$ cat src/rtl/pit_pkg.sv
`timescale 1ns/1ps
package pit_pkg;

  typedef enum logic [2:0] {
    M_TERMINAL  = 3'd0,
    M_ONESHOT   = 3'd1,
    M_RATE      = 3'd2,
    M_SQUARE    = 3'd3,
    M_SW_STROBE = 3'd4,
    M_HW_STROBE = 3'd5
  } pit_mode_e;

  // codes above 5 fold onto the terminal-count mode
  function automatic pit_mode_e norm_mode(logic [2:0] raw);
    if (raw > 3'd5) return M_TERMINAL;
    return pit_mode_e'(raw);
  endfunction

  function automatic logic is_periodic(pit_mode_e m);
    return (m == M_RATE) || (m == M_SQUARE);
  endfunction

endpackage

$ cat src/rtl/pit_elapsed.sv
`timescale 1ns/1ps
module pit_elapsed #(
  parameter int CNT_W = 17
) (
  input  logic             clk,
  input  logic             rst_n,
  input  logic             clear,
  input  logic             tick,
  input  logic             periodic,
  input  logic [CNT_W-1:0] cnt,
  output logic [CNT_W-1:0] pos,
  output logic             started
);
  localparam logic [CNT_W-1:0] ONE = CNT_W'(1);

  logic last_slot, sat_pt, wrap_evt, hold_evt;
  assign last_slot = (pos == cnt - ONE);
  assign sat_pt    = (pos == cnt + ONE);
  assign wrap_evt  = tick && !clear && periodic && last_slot;
  assign hold_evt  = tick && !clear && !periodic && sat_pt;

  always_ff @(posedge clk) begin
    if (!rst_n) begin
      pos     <= '0;
      started <= 1'b0;
    end else if (clear) begin
      pos     <= '0;
      started <= 1'b0;
    end else if (tick) begin
      started <= 1'b1;
      if (wrap_evt)      pos <= '0;
      else if (!hold_evt) pos <= pos + ONE;
    end
  end

  assert_clear_R10: assert property (@(posedge clk) disable iff (!rst_n)
    clear |=> (pos == '0) && !started);
  assert_idle_R3: assert property (@(posedge clk) disable iff (!rst_n)
    (!clear && !tick) |=> $stable(pos));
  assert_wrap_R6: assert property (@(posedge clk) disable iff (!rst_n)
    wrap_evt |=> (pos == '0));
  assert_in_period_R7: assert property (@(posedge clk) disable iff (!rst_n)
    periodic |-> (pos < cnt));
  assert_saturate_R11: assert property (@(posedge clk) disable iff (!rst_n)
    !periodic |-> (pos <= cnt + ONE));

endmodule

$ cat src/rtl/pit_wave.sv
`timescale 1ns/1ps
module pit_wave
  import pit_pkg::*;
#(
  parameter int CNT_W = 17
) (
  input  pit_mode_e        mode,
  input  logic [CNT_W-1:0] pos,
  input  logic             started,
  input  logic [CNT_W-1:0] cnt,
  output logic             level
);
  function automatic logic wave_at(pit_mode_e m, logic [CNT_W-1:0] p,
                                   logic st, logic [CNT_W-1:0] c);
    logic [CNT_W-1:0] half;
    half = (c + CNT_W'(1)) >> 1;
    case (m)
      M_ONESHOT:   return p < c;
      M_RATE:      return st && (p == '0);
      M_SQUARE:    return p < half;
      M_SW_STROBE,
      M_HW_STROBE: return p == c;
      default:     return p >= c;
    endcase
  endfunction

  always_comb level = wave_at(mode, pos, started, cnt);

endmodule

$ cat src/rtl/pit_channel.sv
`timescale 1ns/1ps
module pit_channel
  import pit_pkg::*;
#(
  parameter int   LOAD_W   = 16,
  parameter logic GATE_RST = 1'b1
) (
  input  logic              clk,
  input  logic              rst_n,
  input  logic              tick,
  input  logic              load,
  input  logic [2:0]        load_mode,
  input  logic [LOAD_W-1:0] load_count,
  input  logic              gate_we,
  input  logic              gate_val,
  output logic              out,
  output logic              gate_q
);
  localparam int CNT_W = LOAD_W + 1;
  localparam logic [CNT_W-1:0] FULL = CNT_W'(1) << LOAD_W;

  pit_mode_e        mode_q;
  logic [CNT_W-1:0] cnt_q;
  logic [CNT_W-1:0] pos;
  logic             started;
  logic [CNT_W-1:0] new_cnt;

  assign new_cnt = (load_count == '0) ? FULL : {1'b0, load_count};

  always_ff @(posedge clk) begin
    if (!rst_n) begin
      mode_q <= M_SQUARE;
      cnt_q  <= FULL;
      gate_q <= GATE_RST;
    end else begin
      if (load) begin
        mode_q <= norm_mode(load_mode);
        cnt_q  <= new_cnt;
      end
      if (gate_we) gate_q <= gate_val;
    end
  end

  pit_elapsed #(.CNT_W(CNT_W)) u_elapsed (
    .clk      (clk),
    .rst_n    (rst_n),
    .clear    (load),
    .tick     (tick),
    .periodic (is_periodic(mode_q)),
    .cnt      (cnt_q),
    .pos      (pos),
    .started  (started)
  );

  pit_wave #(.CNT_W(CNT_W)) u_wave (
    .mode    (mode_q),
    .pos     (pos),
    .started (started),
    .cnt     (cnt_q),
    .level   (out)
  );

  assert_gate_hold_R12: assert property (@(posedge clk) disable iff (!rst_n)
    !gate_we |=> $stable(gate_q));
  assert_strobe_once_R8: assert property (@(posedge clk) disable iff (!rst_n)
    ((mode_q == M_SW_STROBE || mode_q == M_HW_STROBE) && out && tick && !load)
      |=> !out);
  assert_terminal_sticky_R4: assert property (@(posedge clk) disable iff (!rst_n)
    (mode_q == M_TERMINAL && out && !load) |=> out);
  assert_zero_count_R2: assert property (@(posedge clk) disable iff (!rst_n)
    (load && load_count == '0) |=> (cnt_q == FULL));

endmodule

$ cat src/rtl/pit_timer.sv
`timescale 1ns/1ps
module pit_timer #(
  parameter int                  NUM_CH   = 3,
  parameter int                  LOAD_W   = 16,
  parameter logic [NUM_CH-1:0]   GATE_RST = 3'b011,
  localparam int                 SEL_W    = (NUM_CH > 1) ? $clog2(NUM_CH) : 1
) (
  input  logic              clk,
  input  logic              rst_n,
  input  logic              tick_en,
  input  logic              load_valid,
  input  logic [SEL_W-1:0]  load_sel,
  input  logic [2:0]        load_mode,
  input  logic [LOAD_W-1:0] load_count,
  input  logic [NUM_CH-1:0] gate_we,
  input  logic [NUM_CH-1:0] gate_val,
  output logic [NUM_CH-1:0] chan_out,
  output logic [NUM_CH-1:0] gate_q
);
  logic [NUM_CH-1:0] load_hit;

  for (genvar i = 0; i < NUM_CH; i++) begin : g_ch
    assign load_hit[i] = load_valid && (load_sel == SEL_W'(i));

    pit_channel #(
      .LOAD_W   (LOAD_W),
      .GATE_RST (GATE_RST[i])
    ) u_ch (
      .clk        (clk),
      .rst_n      (rst_n),
      .tick       (tick_en),
      .load       (load_hit[i]),
      .load_mode  (load_mode),
      .load_count (load_count),
      .gate_we    (gate_we[i]),
      .gate_val   (gate_val[i]),
      .out        (chan_out[i]),
      .gate_q     (gate_q[i])
    );
  end

  assert_one_target_R13: assert property (@(posedge clk) disable iff (!rst_n)
    $onehot0(load_hit));

endmodule

$ cat config.mk
export PLATFORM = sky130hd
export DESIGN_NAME = pit_timer
export DESIGN_NICKNAME = d
export VERILOG_FILES = /design/src/rtl/pit_pkg.sv /design/src/rtl/pit_elapsed.sv /design/src/rtl/pit_wave.sv /design/src/rtl/pit_channel.sv /design/src/rtl/pit_timer.sv
export SDC_FILE = /design/constraint.sdc
export NUM_CORES = 1
export LEC_CHECK = 0
export BUFFER_PORTS_ARGS = -buffer_cell sky130_fd_sc_hd__buf_2
export CAP_MARGIN = 20
export CORE_MARGIN = 2
export CORE_UTILIZATION = 50
export CTS_CLUSTER_SIZE = 10
export DETAILED_ROUTE_END_ITERATION = 16
export PLACE_DENSITY = 0.74
export SLEW_MARGIN = 20
export SYNTH_ARGS = -nofsm -noshare
export SYNTH_HDL_FRONTEND = slang
export SYNTH_HIERARCHICAL = 1
export SYNTH_SLANG_ARGS = --single-unit
export TNS_END_PERCENT = 1
$ cat constraint.sdc
create_clock -name clk -period 2.8 [get_ports clk]
set_input_delay 0.56 -clock clk [delete_from_list [all_inputs] [get_ports clk]]
set_output_delay 0.56 -clock clk [all_outputs]
set_load 0.01 [all_outputs]
---- After elaboration in Yosys (flattened, before gate mapping) ----
Index checks and enable logic that the tools add are counted.
storage, ports and cells
  input bits .............................. 31
  register bits after elaboration ......... 117
cells by class
  reduce and logical (&&, ||, !) cells .... 44
  equality and inequality tests ........... 29
  order comparisons ....................... 10
  add/subtract/negate cells ............... 9
  bitwise operators ....................... 1
  mux-type cells .......................... 21
operators by type and width
  cell                                                                   number
  17-bit == test                                                         9
  17-bit 2-to-1 mux                                                      7
  17-bit by 1-bit adder with 17-bit output (second input constant)       6
  17-bit greater-or-equal comparator                                     3
  17-bit logical NOT                                                     3
  17-bit by 16-bit < comparator with 1-bit output                        3
  17-bit < comparator                                                    3
  17-bit by 1-bit subtractor with 17-bit output (second input constant)  3
  1-bit logical AND                                                      21
  3-bit by 2-bit == test with 1-bit output (second input constant)       6
  3-bit == test (second input constant)                                  6
  16-bit logical NOT                                                     1
  3-bit 2-to-1 mux                                                       4
  1-bit one-hot mux with 4 select lines                                  3
  2-bit OR reduction                                                     6
  3-bit by 1-bit == test with 1-bit output (second input constant)       3
  1-bit 2-to-1 mux                                                       7
  1-bit logical NOT                                                      6
  2-bit != test (second input constant)                                  3
  2-bit AND reduction                                                    3
  3-bit greater-than comparator (second input constant)                  1
  1-bit logical OR                                                       3
  2-bit by 1-bit == test with 1-bit output (second input constant)       1
  2-bit == test (second input constant)                                  1
  2 further kinds                                                        2

---- Logic depth before layout (Yosys ltp) ----
Gate-level depths: netlist of the first run.
  depth after elaboration ................. 8
  depth in mapped cells ................... 13
  depth with buffers taken out ............ 13

---- Modules after synthesis ----
Netlist of the first run, hierarchy kept.
by module, submodules not included
  module                                     instances  area an instance (um^2)  cells each
  pit_elapsed at g_ch[0].u_ch.u_elapsed ...  2          2173.3                   293
  pit_wave                                   3          1083.5                   147
  pit_elapsed at g_ch[1].u_ch.u_elapsed      1          2055.7                   278
  pit_channel at g_ch[0].u_ch ...            2          860.8                    79
  pit_channel at g_ch[2].u_ch                1          863.3                    79
  pit_timer                                  1          30.0                     3

---- Worst setup path after synthesis of the first run ----
OpenSTA, ideal clock, no wires.
  path kind ............................... register to register
  start ................................... register g_ch[1].u_ch.cnt_q[1]
  end ..................................... register g_ch[1].u_ch.u_elapsed.pos[2]
  data arrival time ....................... 2.884 ns
  setup slack ............................. -0.154 ns
  data required time ...................... 2.730 ns
  buffers on the path ..................... 2
  cell stages (with the launch flop) ...... 12
  clock period less this slack ............ 2.954 ns
  cell sequence ........................... dfxtp_1 > ha_1 > nand2_1 > or3_1 > a2111o_1 > a2111oi_2 > o2111ai_1 > o31ai_2 > buf_4 > buf_4 > o21ai_1 > a21oi_1
between the ends
  word-level cells in the longest chain between the ends .. 5
ends and longest elaborated chain
  item                                                                                                              line                                  RTL
  from (decl)                                                                                                       pit_channel.sv:23                     logic [CNT_W-1:0] cnt_q;
  from (signal assigned)                                                                                            pit_channel.sv:38                     cnt_q <= new_cnt;
  17-bit by 1-bit subtractor with 17-bit output / 17-bit by 1-bit adder with 17-bit output (equally long branches)  pit_elapsed.sv:17, pit_elapsed.sv:18
  17-bit == test, on equally long branches                                                                          pit_elapsed.sv:17, pit_elapsed.sv:18
  1-bit logical AND, on equally long branches                                                                       pit_elapsed.sv:19, pit_elapsed.sv:20
  2-bit != test (no source line)                                                                                    -
  2-bit AND reduction (no source line)                                                                              -
  to (signal assigned)                                                                                              pit_elapsed.sv:32                     else if (!hold_evt) pos <= pos + ONE;
  to (decl)                                                                                                         pit_elapsed.sv:11                     output logic [CNT_W-1:0] pos,
Several ways; a longest one is shown, not always the timed one.
A chain may end at the register's enable or synchronous reset.

---- Final worst setup path of the first run ----
  start ................................... register g_ch[2].u_ch.cnt_q[10]
  end ..................................... output chan_out[2]
between the ends
  word-level cells in the longest chain between the ends .. 3
ends and longest elaborated chain
  item                                             line               RTL
  from (decl)                                      pit_channel.sv:23
  from (signal assigned)                           pit_channel.sv:38
  17-bit by 1-bit adder with 17-bit output         pit_wave.sv:16     half = (c + CNT_W'(1)) >> 1;
  17-bit by 16-bit < comparator with 1-bit output  pit_wave.sv:20     M_SQUARE: return p < half;
  1-bit one-hot mux with 4 select lines *          pit_wave.sv:17     case (m)
  to (decl)                                        pit_timer.sv:17    output logic [NUM_CH-1:0] chan_out,
Mark *: on every way between the ends. The rest lies on a longest branch, timed or not.

==> results of run 1 <==
path summary, 6_finish.rpt:
check	start	end	slack (ns)	cells past startpoint
max reg2reg	g_ch[0].u_ch/cnt_q[0]	g_ch[0].u_ch/u_elapsed/pos[15]	-0.18	12
min	gate_val[0]	g_ch[0].u_ch/gate_q	0.34	3
max	g_ch[2].u_ch/cnt_q[10]	chan_out[2]	-0.57	14
min reg2reg	g_ch[1].u_ch/gate_q	g_ch[1].u_ch/gate_q	0.47	2
per-layer routing:
metal / GRT usage, % / vias to the layer above
li1: - / 6167
met1: 38.0 / 6184
met2: 48.8 / 547
met3: 5.97 / 104
met4: 12.4 / 0
met5: 0 / -
metrics by stage:
| step | utilization (%) | area [um2] | setup slack [ns] | hold WS, ns |
|---|---|---|---|---|
| 6_report | 63.1 | 15300 | -0.567 | 0.336 |
| 5_1_grt | 63.1 | 15300 | -0.720 | 0.332 |
| 4_1_cts | 62.4 | 15100 | -0.564 | 0.329 |
| 3_5_place_dp | 58.8 | 14200 | -0.282 | 0.462 |
| 3_3_place_gp | 58.8 | 14200 | -0.208 | 0.450 |
| 2_1_floorplan | - | 12300 | -0.0838 | 0.438 |
flip-flops by register name, indices dropped and copies added, names as in the netlist:
name                         count
g_ch.u_ch/gate_q                 3
g_ch.u_ch/cnt_q                 51
g_ch.u_ch/u_elapsed/started      3
g_ch.u_ch/mode_q                 9
g_ch.u_ch/u_elapsed/pos         51
Yosys cell counts, drive strengths merged (6+ instances only):
master	instances
nor4b	12
or3	42
a2111oi	9
a31oi	10
xnor2	110
ha	108
nor2	61
mux2i	54
or2	8
and3	20
o211ai	19
nor4	38
a211oi	15
inv	84
nand2b	18
xor2	30
o21ai	50
o221ai	6
nand3	94
a21oi	91
nor3b	6
and2	8
nand4b	8
dfxtp	117
o31ai	19
nand4	66
clkbuf	58
or4	40
nand3b	15
o2111ai	9
buf	36
nor2b	58
nand2	89
a21o	19
nor3	42
o21a	6
worst max-delay path, delay by kind of cell, from the launching register on:
| family | cells | cell delay [ns] |
|---|---|---|
| AO/OA/AOI/OAI | 5 | 0.62 |
| XOR/XNOR | 1 | 0.13 |
| flip-flops | 1 | 0.36 |
| adder cells (fa/ha/maj) | 1 | 0.33 |
| AND/OR/NAND/NOR | 4 | 0.47 |
| buffers and inverters | 3 | 0.45 |
cell families after synthesis:
group / Yosys count
AOI/OAI and AO/OA: 306
adders and majority gates: 108
muxes: 56
buffers and inverters: 178
DFF: 117
and+or+nand+nor: 640
xor gates and xnor gates: 140
power breakdown:
part | internal (mW) | total, mW | leakage, nW | switching (mW)
logic | 0.557 | 1.24 | 4.56 | 0.683
clock network | 1.39 | 2.33 | 0.300 | 0.945
registers | 1.71 | 1.76 | 0.961 | 0.0537
final cells by class:
| cell class | instances | area (um2) | area share, % |
|---|---|---|---|
| inverter | 84 | 320 | 2.10 |
| clock buffer | 19 | 453 | 2.97 |
| tap | 324 | 405 | 2.66 |
| multi-input combinational | 1250 | 9440 | 61.8 |
| clock inverter | 13 | 160 | 1.05 |
| sequential | 117 | 2380 | 15.6 |
| timing repair buffer | 271 | 2110 | 13.8 |
repair_timing:
item / 4_1_cts / 5_1_grt
pin swaps: 24 / 24
endpoints found under the setup margin: 54 / 54
buffers inserted: 7 / 0
gates resized for setup: 51 / 51
==> flow_metrics.env, run 1 <==
export IMPL_grt_overflow=0
export IMPL_synthSimpleGateAreaFrac_pct=30.0
export IMPL_drc=0
export IMPL_slew_viol_final=0
export IMPL_synth_compound_area_share_pct=18.3
export IMPL_dp_hpwl_um=29500
export IMPL_crit_fanout=4
export IMPL_fill_cells=2003
export IMPL_numCtsBuffers=17
export IMPL_clkSinkCount=117
export IMPL_cp_arrival_ns=2.81
export IMPL_status="complete, but fails checks"
export IMPL_syn_area_um2=12300
export IMPL_via_per_inst=6.26
export IMPL_yosys_area_top_type="dfxtp_1"
export IMPL_drtAntennaViolNets=0
export IMPL_slew_headroom_pct=56.8
export IMPL_vias=13000
export IMPL_fmax_mhz=297
export IMPL_die_h_um=161
export IMPL_grt_pass1_wl_um=62400
export IMPL_cap_violations=0
export IMPL_gp_congestion=0.981
export IMPL_synth_seq_cells=117
export IMPL_wl_met2_um=17900
export IMPL_finalHoldViolCount=0
export IMPL_drt_iter0_markers=1369
export IMPL_synth_edf_count=0
export IMPL_synth_fp_nets=1684
export IMPL_final_cells=2078
export IMPL_io_buffers=36
export IMPL_first_pass_iters=7
export IMPL_crit_slowest_cell="dfxtp_4"
export IMPL_num_antenna_cells=0
export IMPL_start_kind="flop"
export IMPL_fin_crit_sh_pct=120
export IMPL_antenna_found_initial=0
export IMPL_synth_ff_type="dfxtp_1"
export IMPL_grt_pass1_vias=12400
export IMPL_dieArea_um2=25800
export IMPL_wl_per_cell_um=18.8
export IMPL_max_stage_delay_ns=0.36
export IMPL_yosys_cell_types_count=84
export IMPL_leakage_nw=5.82
export IMPL_synthMuxAreaShare_pct=4.68
export IMPL_clk_pin_slew_ns=0.07
export IMPL_hold_path_class="input pin to flop"
export IMPL_finalPower_mw=5.34
export IMPL_place_inst=2039
export IMPL_cp_end_kind="primary output"
export IMPL_cts_buffer_depth=2
export IMPL_synth_top_family_by_area="simple AND/OR/NAND/NOR gates"
export IMPL_m1WireLength_um=16800
export IMPL_synth_top_area_share_pct=19.1
export IMPL_grt_util_all_layers_pct=29.7
export IMPL_cp_cell_sequence="nand4_1 -> buf_4 -> nor3_4 -> buf_6 -> nand2_1 -> xnor2_1 -> ha_1 -> a21o_1 -> a21oi_2 -> o221ai_2 -> a21oi_2 -> o2bb2ai_1 -> nand2_1 -> buf_2"
export IMPL_rsz0062_at_grt="yes"
export IMPL_fin_worst_skew_ns=0.0135
export IMPL_synth_xor_area_share_pct=9.99
export IMPL_worstSetupPathType="flop to primary output"
export IMPL_setup_ws_ns=-0.567
export IMPL_violations="setup timing"
export IMPL_synthAdderAreaFrac_pct=11.0
export IMPL_drive_above_1_share_pct=25.3
export IMPL_grt_max_degree=53
export IMPL_highest_layer="met4"
export IMPL_syn_to_final_growth_pct=24.4
export IMPL_wirelength_um=39100
export IMPL_nets=1880
export IMPL_hold_buffers=0
export IMPL_met3_length_um=2940
export IMPL_most_common_layout_cells="buf_4, xnor2_1, ha_1, dfxtp_1, nand2_1"
export IMPL_placementRows=57
export IMPL_yosysWarningCount=6
export IMPL_setup_violations=49
export IMPL_synth_cells=1545
export IMPL_io_pins=37
export IMPL_cts_tree="done"
export IMPL_tns_ns=-6.62
export IMPL_htree_levels=4
export IMPL_power_density_nw_per_um2=349
export IMPL_required_ns=2.24
export IMPL_ys_seq_area_share_pct=19.1
export IMPL_cts_root_buf="clkbuf_16"
export IMPL_start_util_pct=50.7
export IMPL_worst_slew_pin_slew_ns=0.645
export IMPL_core_um2=24200
export IMPL_die_x_um=161
export IMPL_insertion_delay_ns=0.44
export IMPL_final_common_cell="buf_4"
export IMPL_synth_avg_cell_area_um2=7.94
export IMPL_ir_worst_vdd_uv=307
export IMPL_fin_crit_ns=3.37
export IMPL_yosys_top_cells_area="dfxtp_1, ha_1, xnor2_1, mux2i_1, nand3_1"
export IMPL_async_flop_share_pct=0
No activity file was read; power rests on OpenSTA's default activity.
==> run 2, diff against run 1 <==
--- a/config.mk
+++ b/config.mk
@@ -12,9 +12,8 @@
 export CTS_CLUSTER_SIZE = 10
 export DETAILED_ROUTE_END_ITERATION = 16
 export PLACE_DENSITY = 0.74
-export SLEW_MARGIN = 20
 export SYNTH_ARGS = -nofsm -noshare
 export SYNTH_HDL_FRONTEND = slang
 export SYNTH_HIERARCHICAL = 1
 export SYNTH_SLANG_ARGS = --single-unit
-export TNS_END_PERCENT = 1
+export TNS_END_PERCENT = 5
==> run 2 against run 1 <==
Compared with the run above: the run still ends with setup timing left; global-route usage unchanged; flip-flop and latch count unchanged; via count down 0.18%; combinational power about the same; setup slack worse by 0.053 ns; clock-buffer cell count unchanged; utilization up 0.16 points; sequential share of layout area about the same; die area unchanged; largest cell class unchanged.
==> flow_metrics.env, run 2 (same netlist as run 1, synthesis figures left out) <==
export IMPL_fmax_mhz=292
export IMPL_via_per_inst=6.24
export IMPL_first_pass_iters=5
export IMPL_io_buffers=36
export IMPL_violations="setup timing"
export IMPL_hold_buffers=0
export IMPL_cts_tree="done"
export IMPL_final_common_cell="buf_4"
export IMPL_vias=13000
export IMPL_rsz0062_at_grt="yes"
export IMPL_power_density_nw_per_um2=349
export IMPL_gp_congestion=0.981
export IMPL_largestRegisters="g_ch.u_ch/cnt_q: 51 flops, g_ch.u_ch/u_elapsed/pos: 51 flops, g_ch.u_ch/mode_q: 9 flops"
export IMPL_cp_arrival_ns=2.86
export IMPL_clkPwrFrac_pct=43.7
export IMPL_syn_to_final_growth_pct=24.8
export IMPL_cts_buffer_depth=2
export IMPL_crit_fanout=3
export IMPL_place_inst=2039
export IMPL_critPathMostFrequentCell="a21oi_2"
export IMPL_cap_violations=0
export IMPL_required_ns=2.24
export IMPL_leakage_nw=5.85
export IMPL_finalPower_mw=5.34
export IMPL_grt_pass1_wl_um=62400
export IMPL_dieArea_um2=25800
export IMPL_hold_path_class="input pin to flop"
export IMPL_drtAntennaViolNets=0
export IMPL_finalHoldViolCount=0
export IMPL_worst_slew_pin_slew_ns=0.643
export IMPL_die_x_um=161
export IMPL_slew_viol_final=0
export IMPL_switching_share_pct=31.5
export IMPL_slew_headroom_pct=56.9
export IMPL_fin_crit_ns=3.42
export IMPL_wl_per_cell_um=18.8
export IMPL_seqPwrFrac_pct=33.0
export IMPL_insertion_delay_ns=0.44
export IMPL_fin_worst_skew_ns=0.0142
export IMPL_cp_num_buf_inv=3
export IMPL_max_stage_delay_ns=0.36
export IMPL_start_util_pct=50.7
export IMPL_io_pins=37
export IMPL_crit_slowest_cell="dfxtp_4"
export IMPL_core_um2=24200
export IMPL_clkSinkCount=117
export IMPL_grt_max_degree=53
export IMPL_cp_end_kind="primary output"
export IMPL_start_kind="flop"
export IMPL_cp_cell_sequence="nand4_1 -> buf_4 -> nor3_4 -> buf_6 -> nand2_4 -> xnor2_2 -> ha_1 -> a21o_1 -> a21oi_2 -> o221ai_2 -> a21oi_2 -> o2bb2ai_1 -> nand2_1 -> buf_2"
export IMPL_wirelength_um=39200
export IMPL_most_common_layout_cells="buf_4, xnor2_1, ha_1, dfxtp_1, nand2_1"
export IMPL_setup_violations=49
export IMPL_die_h_um=161
export IMPL_grt_overflow=0
export IMPL_grt_pass1_vias=12400
export IMPL_ir_worst_vdd_uv=306
export IMPL_num_antenna_cells=0
export IMPL_drt_iter0_markers=1368
export IMPL_drc=0
export IMPL_htree_levels=4
export IMPL_fin_crit_sh_pct=122
export IMPL_numCtsBuffers=17
export IMPL_placementRows=57
export IMPL_cpLargestDelayFamily="compound AO/OA/AOI/OAI gates"
export IMPL_cts_root_buf="clkbuf_16"
export IMPL_combPwrFrac_pct=23.3
export IMPL_grt_util_all_layers_pct=29.7
export IMPL_antenna_found_initial=0
export IMPL_final_cells=2080
export IMPL_setup_ws_ns=-0.619
export IMPL_status="complete, but fails checks"
export IMPL_p_int_mw=3.66
export IMPL_power_switching_mw=1.68
export IMPL_clk_pin_slew_ns=0.07
export IMPL_nets=1882
export IMPL_tns_ns=-6.81
export IMPL_dp_hpwl_um=29500
export IMPL_worstSetupPathType="flop to primary output"
export IMPL_drive_above_1_share_pct=25.6
==> run 2: cell types whose count changed in the layout (fill, tap and decap cells not counted), sizes merged <==
cell / before / now
buf: 271 / 273
==> run 2: through the flow <==
step | setup WS [ns] | util (%) | instance area, um2 | hold WS [ns]
after floorplan | -0.0838 | - | 12300 | 0.438
after global placement | -0.208 | 58.8 | 14200 | 0.450
after detailed placement | -0.282 | 58.8 | 14200 | 0.462
after CTS | -0.563 | 62.4 | 15100 | 0.329
after global routing | -0.720 | 63.3 | 15300 | 0.332
final | -0.619 | 63.3 | 15300 | 0.336
==> run 2: power by group through the flow <==
stage          Sequential [mW]  Clock (mW)  Combinational, mW
6_report                  1.76        2.33               1.25
3_5_place_dp              1.79           0               1.16
4_1_cts                   1.76        2.36               1.19
2_1_floorplan             1.80           0              0.738
5_1_grt                   1.77        2.42               1.33
3_3_place_gp              1.79           0               1.12
==> run 2: worst min-delay path, cell delays in order <==
cell,delay (ns)
buf_2,0.08
mux2i_1,0.05
nand2_1,0.06
==> run 2: repair_timing <==
| action | CTS | global route |
|---|---|---|
| resized for setup | 51 | 56 |
| gates cloned | 0 | 0 |
| pin swaps | 24 | 28 |
| setup endpoints to repair | 54 | 54 |
| buffers inserted | 8 | 1 |
==> run 2: routing by layer <==
layer	share of wire, %	up-vias	GRT usage, %
met5	0	-	0
met4	3.9	0	12.4
met3	7.7	106	5.97
met2	46	535	48.8
met1	43	6161	38.0
li1	-	6176	-
==> run 2: cell type report <==
cell class / count / area, um2
multi-input cells: 1250 / 9460
flip-flops and latches: 117 / 2380
repair buffers: 273 / 2120
fillers: 1996 / 8870
well taps: 324 / 405
clock buffers: 19 / 453
clock inverters: 13 / 160
inverters: 84 / 320
==> run 2: final timing paths <==
| kind | to | start | cells after the start | slack (ns) |
|---|---|---|---|---|
| setup / recovery | chan_out[2] | g_ch[2].u_ch/cnt_q[10] | 14 | -0.62 |
| hold / removal | g_ch[0].u_ch/gate_q | gate_val[0] | 3 | 0.34 |
| setup reg to reg | g_ch[0].u_ch/u_elapsed/pos[11] | g_ch[0].u_ch/cnt_q[0] | 12 | -0.22 |
| hold reg to reg | g_ch[1].u_ch/gate_q | g_ch[1].u_ch/gate_q | 2 | 0.47 |
==> run 3, diff against run 2 <==
--- a/config.mk
+++ b/config.mk
@@ -11,6 +11,7 @@
 export CORE_UTILIZATION = 50
 export CTS_CLUSTER_SIZE = 10
 export DETAILED_ROUTE_END_ITERATION = 16
+export MAX_ROUTING_LAYER = met4
 export PLACE_DENSITY = 0.74
 export SYNTH_ARGS = -nofsm -noshare
 export SYNTH_HDL_FRONTEND = slang
==> run 3 against run 2 <==
Compared with the run above: the run still ends with setup timing left; maximum frequency rose by 1.0%; flip-flop and latch count unchanged; wire length grew 1.5%; final cell count increased by 0.48%; clock-buffer cell count unchanged; clock skew rose by 0.0057 ns; global-route usage grew 1.1 points; critical path depth decreased by 1.
==> flow_metrics.env, run 3 (same netlist as run 1, synthesis figures left out) <==
export IMPL_status="complete, but fails checks"
export IMPL_violations="setup timing"
export IMPL_cp_arrival_ns=2.83
export IMPL_combPwrFrac_pct=23.9
export IMPL_numCtsBuffers=17
export IMPL_fin_worst_skew_ns=0.0199
export IMPL_hold_path_class="input pin to flop"
export IMPL_placed_area_um2=14300
export IMPL_hold_slack_ns=0.347
export IMPL_gp_congestion=0.991
export IMPL_fmax_mhz=295
export IMPL_cts_tree="done"
export IMPL_setup_violations=49
export IMPL_power_switching_mw=1.67
export IMPL_dieArea_um2=25800
export IMPL_nets=1891
export IMPL_htree_levels=4
export IMPL_startpoint="g_ch[2].u_ch/cnt_q[10]"
export IMPL_io_buffers=36
export IMPL_cts_root_buf="clkbuf_16"
export IMPL_p_int_mw=3.63
export IMPL_hold_buffers=0
export IMPL_leakage_nw=5.88
export IMPL_cap_violations=0
export IMPL_wl_per_cell_um=19.0
export IMPL_fill_cells=1970
export IMPL_drtAntennaViolNets=0
export IMPL_drc=0
export IMPL_first_pass_iters=8
export IMPL_finalPower_mw=5.30
export IMPL_vias=13100
export IMPL_most_common_layout_cells="buf_4, xnor2_1, ha_1, dfxtp_1, nand2_1"
export IMPL_start_util_pct=50.7
export IMPL_final_cells=2090
export IMPL_slew_headroom_pct=53.5
export IMPL_grt_max_degree=57
export IMPL_insertion_delay_ns=0.44
export IMPL_worst_slew_pin_slew_ns=0.693
export IMPL_placementRows=57
export IMPL_place_inst=2046
export IMPL_fin_util_pct=64.1
export IMPL_die_x_um=161
export IMPL_switching_share_pct=31.6
export IMPL_cp_end_kind="primary output"
export IMPL_dp_hpwl_um=29700
export IMPL_clkSinkCount=117
export IMPL_r2r_start="g_ch[0].u_ch/cnt_q[0]"
export IMPL_drive_above_1_share_pct=26.0
export IMPL_via_per_inst=6.25
export IMPL_clkPwrFrac_pct=43.0
export IMPL_grt_pass1_vias=12200
export IMPL_grt_overflow=0
export IMPL_antenna_found_initial=0
export IMPL_wirelength_um=39700
export IMPL_ir_worst_vdd_uv=338
export IMPL_syn_to_final_growth_pct=26.3
export IMPL_setup_ws_ns=-0.585
export IMPL_core_um2=24200
export IMPL_rsz0062_at_grt="yes"
export IMPL_required_ns=2.24
export IMPL_fin_crit_ns=3.39
export IMPL_power_density_nw_per_um2=342
export IMPL_start_kind="flop"
export IMPL_drt_iter0_markers=1158
export IMPL_io_pins=37
export IMPL_final_common_cell="buf_4"
export IMPL_worstSetupPathType="flop to primary output"
export IMPL_largestRegisters="g_ch.u_ch/cnt_q: 51 flops, g_ch.u_ch/u_elapsed/pos: 51 flops, g_ch.u_ch/mode_q: 9 flops"
export IMPL_clk_pin_slew_ns=0.07
export IMPL_finalHoldViolCount=0
export IMPL_hold_start="gate_val[0]"
export IMPL_grt_pass1_wl_um=62800
export IMPL_fin_crit_sh_pct=121
export IMPL_design_area_um2=15500
export IMPL_grt_util_all_layers_pct=30.8
export IMPL_crit_fanout=3
export IMPL_die_h_um=161
export IMPL_tns_ns=-7.67
export IMPL_slew_viol_final=0
export IMPL_place_ws_ns=-0.307
export IMPL_seqPwrFrac_pct=33.1
export IMPL_cts_buffer_depth=2
run 3: cell types whose count changed in the layout (fill, tap and decap cells not counted), moves of 3 or more:
cell        change
nand3_4         +4
nand3_2         -5
clkinvlp_4      +3
ha_4            +3
dfxtp_2        -10
buf_6           -3
buf_4          +11
nor2_1          -3
dfxtp_4         +9
nor3_1          +3
nor3_2          -4
run 3: layer usage:
layer  share of wire (%)  track usage [%]  vias to the layer above
met1                  44             39.7                     6216
met5                   0                -                        -
li1                    -                -                     6193
met3                 7.2             4.91                      111
met2                  46             49.1                      536
met4                 3.3             10.9                        0
run 3: repair_timing:
item | 4_1_cts | 5_1_grt
gates resized for setup | 81 | 48
pin swaps | 46 | 30
setup endpoints to repair | 54 | 54
setup buffers | 7 | 6
run 3: final cells by class:
type / instances / area (um2) / area share (%)
antenna: 1 / 2.50 / 0.0162
clock buffer: 19 / 443 / 2.86
clock inverter: 13 / 148 / 0.953
inverter: 84 / 325 / 2.10
multi-input combinational: 1250 / 9580 / 61.8
sequential: 117 / 2400 / 15.5
tap: 324 / 405 / 2.62
timing repair buffer: 282 / 2190 / 14.1
run 3: worst paths after layout:
kind | endpoint | slack (ns) | depth (start not counted)
setup / recovery | chan_out[2] | -0.59 | 13
hold / removal | g_ch[0].u_ch/gate_q | 0.35 | 3
setup reg to reg | g_ch[0].u_ch/u_elapsed/pos[14] | -0.24 | 14
hold reg to reg | g_ch[1].u_ch/gate_q | 0.48 | 2
run 3: power by group through the flow:
stage                     Sequential (mW)  Clock (mW)  Combinational [mW]
after floorplan                      1.80           0               0.738
after global placement               1.79           0                1.14
after detailed placement             1.79           0                1.17
after CTS                            1.75        2.30                1.19
after global routing                 1.76        2.38                1.36
final                                1.76        2.28                1.27
run 3: critical path, stage by stage, from the launching register on:
cell and delay (ns):
dfxtp_4 0.36, nand4_1 0.17, nor3_2 0.25, buf_4 0.17
xnor2_2 0.11, ha_1 0.26, a21o_1 0.19, a21o_1 0.19
a21oi_2 0.15, o221ai_2 0.12, a21oi_2 0.15, o2bb2ai_2 0.06
nand2_1 0.08, buf_2 0.13
